## src/rtl/ramp_seq_pkg.sv

```systemverilog
package ramp_seq_pkg;

    localparam int DUTY_W  = 9;
    localparam int STEP_W  = 9;
    localparam int PAUSE_W = 8;
    localparam int IDX_W   = 6;

    typedef logic [IDX_W-1:0]   idx_t;
    typedef logic [DUTY_W-1:0]  duty_t;
    typedef logic [STEP_W-1:0]  step_t;
    typedef logic [PAUSE_W-1:0] pause_t;

    typedef struct packed {
        step_t  step_ms;
        idx_t   lo;
        idx_t   hi;
        logic   up;
        logic   rpt;
        logic   toggle;
        pause_t pause_hi;
        pause_t pause_lo;
    } ramp_cfg_t;

    function automatic idx_t idx_move(idx_t i, logic up);
        return up ? idx_t'(i + 1'b1) : idx_t'(i - 1'b1);
    endfunction

    function automatic pause_t end_dwell(ramp_cfg_t c, idx_t i);
        if (i == c.hi) return c.pause_hi;
        if (i == c.lo) return c.pause_lo;
        return '0;
    endfunction

endpackage

```

## src/rtl/ramp_lut_store.sv

```systemverilog
module ramp_lut_store
    import ramp_seq_pkg::*;
#(
    parameter int DEPTH = 47,
    parameter int NRD   = 3
) (
    input  logic                clk,
    input  logic                rst,
    input  logic                we,
    input  idx_t                waddr,
    input  duty_t               wdata,
    input  idx_t  [NRD-1:0]     rd_idx,
    output duty_t [NRD-1:0]     rd_data
);
    localparam idx_t DEPTH_I = idx_t'(DEPTH);

    duty_t mem [DEPTH];

    always_ff @(posedge clk) begin
        if (rst) begin
            for (int i = 0; i < DEPTH; i++) mem[i] <= '0;
        end else if (we && (waddr < DEPTH_I)) begin
            mem[waddr] <= wdata;
        end
    end

    for (genvar p = 0; p < NRD; p++) begin : g_rd
        assign rd_data[p] = (rd_idx[p] < DEPTH_I) ? mem[rd_idx[p]] : '0;
    end

endmodule

```

## src/rtl/ramp_step_timer.sv

```systemverilog
module ramp_step_timer
    import ramp_seq_pkg::*;
(
    input  logic  clk,
    input  logic  rst,
    input  logic  restart,
    input  logic  run,
    input  logic  tick,
    input  step_t step_len,
    output logic  step_end
);
    step_t            cnt;
    logic [STEP_W:0]  cnt_inc;

    assign cnt_inc  = {1'b0, cnt} + 1'b1;
    assign step_end = run && tick && !restart && (cnt_inc >= {1'b0, step_len});

    always_ff @(posedge clk) begin
        if (rst || restart || !run) begin
            cnt <= '0;
        end else if (tick) begin
            cnt <= step_end ? '0 : cnt_inc[STEP_W-1:0];
        end
    end

    assert_cnt_bound_R4: assert property (@(posedge clk) disable iff (rst)
        (run && step_len != '0) |-> (cnt < step_len));

    assert_cnt_hold_R4: assert property (@(posedge clk) disable iff (rst)
        (run && !tick && !restart) |=> $stable(cnt));

endmodule

```

## src/rtl/ramp_chan.sv

```systemverilog
module ramp_chan
    import ramp_seq_pkg::*;
(
    input  logic      clk,
    input  logic      rst,
    input  logic      start,
    input  logic      tick,
    input  ramp_cfg_t cfg_in,
    output idx_t      idx,
    output logic      busy,
    output logic      done
);
    ramp_cfg_t cfg_q;
    logic      dir_up;
    pause_t    pause_cnt;
    logic      step_end;
    logic      at_travel_end;
    logic      bounce;
    pause_t    dwell;

    ramp_step_timer u_timer (
        .clk      (clk),
        .rst      (rst),
        .restart  (start),
        .run      (busy),
        .tick     (tick),
        .step_len (cfg_q.step_ms),
        .step_end (step_end)
    );

    assign dwell         = end_dwell(cfg_q, idx);
    assign at_travel_end = dir_up ? (idx == cfg_q.hi) : (idx == cfg_q.lo);
    assign bounce        = cfg_q.toggle && ((dir_up == cfg_q.up) || cfg_q.rpt);

    always_ff @(posedge clk) begin
        if (rst) begin
            cfg_q     <= '0;
            idx       <= '0;
            dir_up    <= 1'b0;
            pause_cnt <= '0;
            busy      <= 1'b0;
            done      <= 1'b0;
        end else begin
            done <= 1'b0;
            if (start) begin
                cfg_q     <= cfg_in;
                idx       <= cfg_in.up ? cfg_in.lo : cfg_in.hi;
                dir_up    <= cfg_in.up;
                pause_cnt <= '0;
                busy      <= 1'b1;
            end else if (busy && step_end) begin
                if (pause_cnt < dwell) begin
                    pause_cnt <= pause_t'(pause_cnt + 1'b1);
                end else begin
                    pause_cnt <= '0;
                    if (!at_travel_end) begin
                        idx <= idx_move(idx, dir_up);
                    end else if (bounce) begin
                        dir_up <= !dir_up;
                        idx    <= idx_move(idx, !dir_up);
                    end else if (!cfg_q.toggle && cfg_q.rpt) begin
                        idx <= cfg_q.up ? cfg_q.lo : cfg_q.hi;
                    end else begin
                        busy <= 1'b0;
                        done <= 1'b1;
                    end
                end
            end
        end
    end

    assert_start_busy_R3: assert property (@(posedge clk) disable iff (rst)
        start |=> busy);

    assert_idx_quiet_R4: assert property (@(posedge clk) disable iff (rst)
        (!start && !tick) |=> $stable(idx));

    assert_idx_window_R3: assert property (@(posedge clk) disable iff (rst)
        busy |-> (idx >= cfg_q.lo && idx <= cfg_q.hi));

    assert_done_pulse_R8: assert property (@(posedge clk) disable iff (rst)
        done |=> !done);

    assert_done_idle_R8: assert property (@(posedge clk) disable iff (rst)
        done |-> !busy);

    assert_idle_hold_R8: assert property (@(posedge clk) disable iff (rst)
        (!busy && !start) |=> ($stable(idx) && !busy));

endmodule

```

## src/rtl/duty_ramp_seq.sv

```systemverilog
module duty_ramp_seq
    import ramp_seq_pkg::*;
#(
    parameter int NUM_CH    = 3,
    parameter int LUT_DEPTH = 47
) (
    input  logic                        clk,
    input  logic                        rst,
    input  logic                        ms_tick,
    input  logic                        tbl_we,
    input  logic [IDX_W-1:0]            tbl_addr,
    input  logic [DUTY_W-1:0]           tbl_wdata,
    input  logic [NUM_CH-1:0]           start,
    input  logic [NUM_CH*STEP_W-1:0]    cfg_step_ms,
    input  logic [NUM_CH*IDX_W-1:0]     cfg_lo_idx,
    input  logic [NUM_CH*IDX_W-1:0]     cfg_hi_idx,
    input  logic [NUM_CH-1:0]           cfg_up,
    input  logic [NUM_CH-1:0]           cfg_repeat,
    input  logic [NUM_CH-1:0]           cfg_toggle,
    input  logic [NUM_CH*PAUSE_W-1:0]   cfg_pause_hi,
    input  logic [NUM_CH*PAUSE_W-1:0]   cfg_pause_lo,
    output logic [NUM_CH*IDX_W-1:0]     cur_idx,
    output logic [NUM_CH*DUTY_W-1:0]    duty,
    output logic [NUM_CH-1:0]           busy,
    output logic [NUM_CH-1:0]           done
);
    logic                 tick_q;
    logic                 tick_pulse;
    idx_t  [NUM_CH-1:0]   ch_idx;
    duty_t [NUM_CH-1:0]   ch_duty;

    always_ff @(posedge clk) begin
        if (rst) tick_q <= 1'b0;
        else     tick_q <= ms_tick;
    end
    assign tick_pulse = ms_tick && !tick_q;

    ramp_lut_store #(
        .DEPTH (LUT_DEPTH),
        .NRD   (NUM_CH)
    ) u_lut (
        .clk     (clk),
        .rst     (rst),
        .we      (tbl_we),
        .waddr   (tbl_addr),
        .wdata   (tbl_wdata),
        .rd_idx  (ch_idx),
        .rd_data (ch_duty)
    );

    for (genvar c = 0; c < NUM_CH; c++) begin : g_ch
        ramp_cfg_t cfg_c;

        always_comb begin
            cfg_c.step_ms  = cfg_step_ms[c*STEP_W +: STEP_W];
            cfg_c.lo       = cfg_lo_idx[c*IDX_W +: IDX_W];
            cfg_c.hi       = cfg_hi_idx[c*IDX_W +: IDX_W];
            cfg_c.up       = cfg_up[c];
            cfg_c.rpt      = cfg_repeat[c];
            cfg_c.toggle   = cfg_toggle[c];
            cfg_c.pause_hi = cfg_pause_hi[c*PAUSE_W +: PAUSE_W];
            cfg_c.pause_lo = cfg_pause_lo[c*PAUSE_W +: PAUSE_W];
        end

        ramp_chan u_chan (
            .clk    (clk),
            .rst    (rst),
            .start  (start[c]),
            .tick   (tick_pulse),
            .cfg_in (cfg_c),
            .idx    (ch_idx[c]),
            .busy   (busy[c]),
            .done   (done[c])
        );

        assign cur_idx[c*IDX_W +: IDX_W]   = ch_idx[c];
        assign duty[c*DUTY_W +: DUTY_W]    = ch_duty[c];
    end

    assert_tick_edge_R12: assert property (@(posedge clk) disable iff (rst)
        (ms_tick && $past(ms_tick)) |-> !tick_pulse);

    assert_duty_oob_R2: assert property (@(posedge clk) disable iff (rst)
        (cur_idx[IDX_W-1:0] >= idx_t'(LUT_DEPTH)) |-> (duty[DUTY_W-1:0] == '0));

endmodule

```

## config.mk

```make
export PLATFORM = sky130hd
export DESIGN_NAME = duty_ramp_seq
export DESIGN_NICKNAME = d
export VERILOG_FILES = /design/src/rtl/ramp_seq_pkg.sv /design/src/rtl/ramp_lut_store.sv /design/src/rtl/ramp_step_timer.sv /design/src/rtl/ramp_chan.sv /design/src/rtl/duty_ramp_seq.sv
export SDC_FILE = /design/constraint.sdc
export NUM_CORES = 2
export LEC_CHECK = 0
export BUFFER_PORTS_ARGS = -buffer_cell sky130_fd_sc_hd__buf_2
export CORE_ASPECT_RATIO = 1.75
export CORE_MARGIN = 2
export CORE_UTILIZATION = 35
export CTS_CLUSTER_SIZE = 30
export DETAILED_ROUTE_END_ITERATION = 12
export SYNTH_ARGS = -nofsm -noshare
export SYNTH_HDL_FRONTEND = slang
export SYNTH_HIERARCHICAL = 1
export SYNTH_SLANG_ARGS = --single-unit
```

## constraint.sdc

```tcl
create_clock -name clk -period 11 [get_ports clk]
set_input_delay 0.55 -clock clk [delete_from_list [all_inputs] [get_ports clk]]
set_output_delay 0.55 -clock clk [all_outputs]
set_load 0.01 [all_outputs]
```

==> summary.md <==
| Metric | Value |
|---|---|
| Top-area cell type share of the netlist area | 0.332 |
| Total power | 6.21 mW |
| Worst setup EP type | output pin |
| Seq/Total Area, Yosys | 0.434 |
| Port bufs | 192 |
| TritonCTS clock tree | yes |
| Final Core Density | 0.389 |
| CTS clk-pin slew, worst paths | 0.07 ns |
| Hold_buf cts | 0 |
| Die width | 256 um |
| DR pass1 iterations | 5 |
| DR iter-0 viols | 2599 |
| Worst-skew pair later-pin latency | 0.69 ns |
| Worst EP arrival | 4.87 ns |
| Initial antenna violation count | 24 |
| Ys Warns | 6 |
| Max-slew headroom | 0.129 |
| Final worst setup slack | 5.58 ns |
| Distinct cells, synth | 87 |
| Max Slew Vio Count | 0 |
| PwrDens | 144 nW/um^2 |
| Post-route DRC | 0 |
| Worst Skew | 0.0261 ns |
| Layout area overhead | 10.7% |
| Area leader, netlist | edfxtp_1 |
| Fin. Hold Viols | 0 |
| Startpoint Class | flop |
| Mapped cell area | 39000 sq um |
| Commonest cells in the netlist | and2_1, edfxtp_1, mux2i_1, mux4_2, nor2_1 |
| Clock Tree Root | clkbuf_16 |
| Max-cap violation count | 0 |
| Critical path class | flop to output pin |
| Asr flop ratio synth | 0 |
| Largest net degree at the start of global routing | 94 |
| Max Root-Sink Buffers | 3 |
| H-tree depth | 2 |
| Place WS | 6.18 ns |
| WL final | 140 mm |
| Cts repair resizes | 0 |
| Postcts setup bufs | 0 |
| Die Footprint | 114000 sq um |
| Worst-margin pin slew | 1.30 ns |
| VDD IR max | 0.124 mV |
| Core Rows | 162 |
| CP required | 10.45 ns |
| Synthesized flop and latch total | 631 |
| Final period util | 0.493 |
| Hold WC Path Type | input pin to flop |
| Count leader, synth | and2_1 |
| Outcome | finished clean |
| HPWL after DPL | 99.9 mm |
| Number of synthesized flops with an enable pin | 432 |
| Cts bufs inserted | 57 |
| Initial Util | 0.351 |
| Syn Area/Cell | 12.0 sq um |
| Fmax achieved | 185 MHz |
| Unrepaired setup endpoints after global routing | no |
| WL/cell | 28.7 um |
| Setup TNS | 0 ns |
| Lkg Pwr | 15.6 nW |
| Worst-path maximum fanout | 54 |
| Main synth FF type | edfxtp_1 |
| Vias in the first global route | 28400 |
| Global-route wire length before repair | 198 mm |
| Gr usage total | 0.239 |
| I/O pins | 193 |
| Finish-stage setup viols | 0 |
| Core ar. | 111000 sq um |
| Tmin final | 5.42 ns |
| Via Count | 28300 |
| GR Overflow Total | 0 |
| Gate Count Post-Synth | 3245 |
| Synth area leaders | edfxtp_1, mux4_2, dfxtp_1 |
| R2R setup slack | 6.22 ns |
| Final nets | 3519 |
| Post-route ant nets | 0 |
| Die Y | 446 um |
| Vias per cell | 5.84 |
| # clock sinks | 631 |
| Routability cong. | 1.04 |
| Share of layout cells above drive strength 1 | 0.224 |
| Hold WS | 0.0970 ns |
-- routing by layer --
layer | up-vias | GRT usage | routed length (um)
li1 | 12500 | - | -
met1 | 14100 | 0.237 | 45300
met2 | 1207 | 0.426 | 70400
met3 | 464 | 0.0488 | 9500
met4 | 26 | 0.203 | 14200
met5 | - | 0 | 153
-- cells by family after synthesis --
family | Yosys count | share of synthesized area
simple gates | 1080 | 0.150
compound gates | 476 | 0.0936
fa+ha+maj | 60 | 0.0192
mux | 602 | 0.247
other cells | 1 | 0.0000961
xor+xnor | 90 | 0.0208
flops | 631 | 0.434
buf+inv | 305 | 0.0350
-- worst paths after layout --
| kind | from | endpoint | cells past startpoint |
|---|---|---|---|
| setup reg to reg | g_ch[0].u_chan/idx[0] | g_ch[0].u_chan/idx[0] | 13 |
| hold / removal | cfg_pause_hi[4] | g_ch[0].u_chan/cfg_q[12] | 3 |
| setup / recovery | g_ch[2].u_chan/idx[1] | duty[20] | 7 |
| hold reg to reg | g_ch[2].u_chan/u_timer/cnt[8] | g_ch[2].u_chan/u_timer/cnt[8] | 1 |
-- stage by stage --
| step | instance area, sq um | cells |
|---|---|---|
| final | 43200 | 4856 |
| after global routing | 43200 | 4848 |
| after CTS | 43200 | 4841 |
| after detailed placement | 41200 | 4734 |
| after global placement | 41200 | 4734 |
| after floorplan | 39100 | 3253 |
-- worst max-delay path: stages (launching register included) --
cell     delay, ns
dfxtp_4       0.90
buf_4         0.53
buf_4         0.55
mux4_2        0.44
mux2i_1       0.84
o22ai_1       0.18
or3_1         0.49
buf_2         0.19
-- cell usage in the layout, fill, tap and decap left out, drive strengths merged, types with 20 or more instances in the layout --
| master | Yosys | final |
|---|---|---|
| xor2 | 45 | 45 |
| clkinv | 4 | 23 |
| mux4 | 287 | 287 |
| or2 | 49 | 49 |
| xnor2 | 45 | 45 |
| dfxtp | 199 | 199 |
| buf | 124 | 247 |
| mux2i | 298 | 298 |
| o22ai | 28 | 28 |
| o21ai | 83 | 83 |
| nand2 | 127 | 127 |
| nand4 | 21 | 21 |
| and2 | 437 | 437 |
| nor2b | 20 | 20 |
| edfxtp | 432 | 432 |
| inv | 59 | 62 |
| nor2 | 265 | 265 |
| a22oi | 41 | 41 |
| nor3 | 25 | 25 |
| a221oi | 42 | 42 |
| a32o | 24 | 24 |
| a21oi | 89 | 89 |
| clkbuf | 118 | 69 |
| nand3 | 58 | 58 |
| ha | 60 | 60 |
-- sequential cells by signal (all words and copies together), names as in the netlist --
signal	count
g_ch.u_chan/pause_cnt	24
g_ch.u_chan/done	3
tick_q	1
g_ch.u_chan/u_timer/cnt	27
g_ch.u_chan/idx	18
u_lut/mem	432
g_ch.u_chan/busy	3
g_ch.u_chan/cfg_q	120
g_ch.u_chan/dir_up	3
-- power breakdown --
part | switching [mW] | total (mW) | internal, mW
clock network | 0.967 | 2.18 | 1.22
registers | 0.152 | 2.80 | 2.65
logic | 0.736 | 1.22 | 0.483
-- area by class of cell --
| type | count | area, sq um |
|---|---|---|
| Timing Repair Buffer | 247 | 1390 |
| Antenna cell | 15 | 37.5 |
| Clock buffer | 69 | 1550 |
| Tap cell | 1476 | 1850 |
| Multi-Input combinational cell | 2317 | 20700 |
| Clock inverter | 38 | 440 |
| Inverter | 63 | 236 |
| Sequential cell | 631 | 17000 |
| Fill cell | 10700 | 67900 |
(Power assumes the default switching activity.)
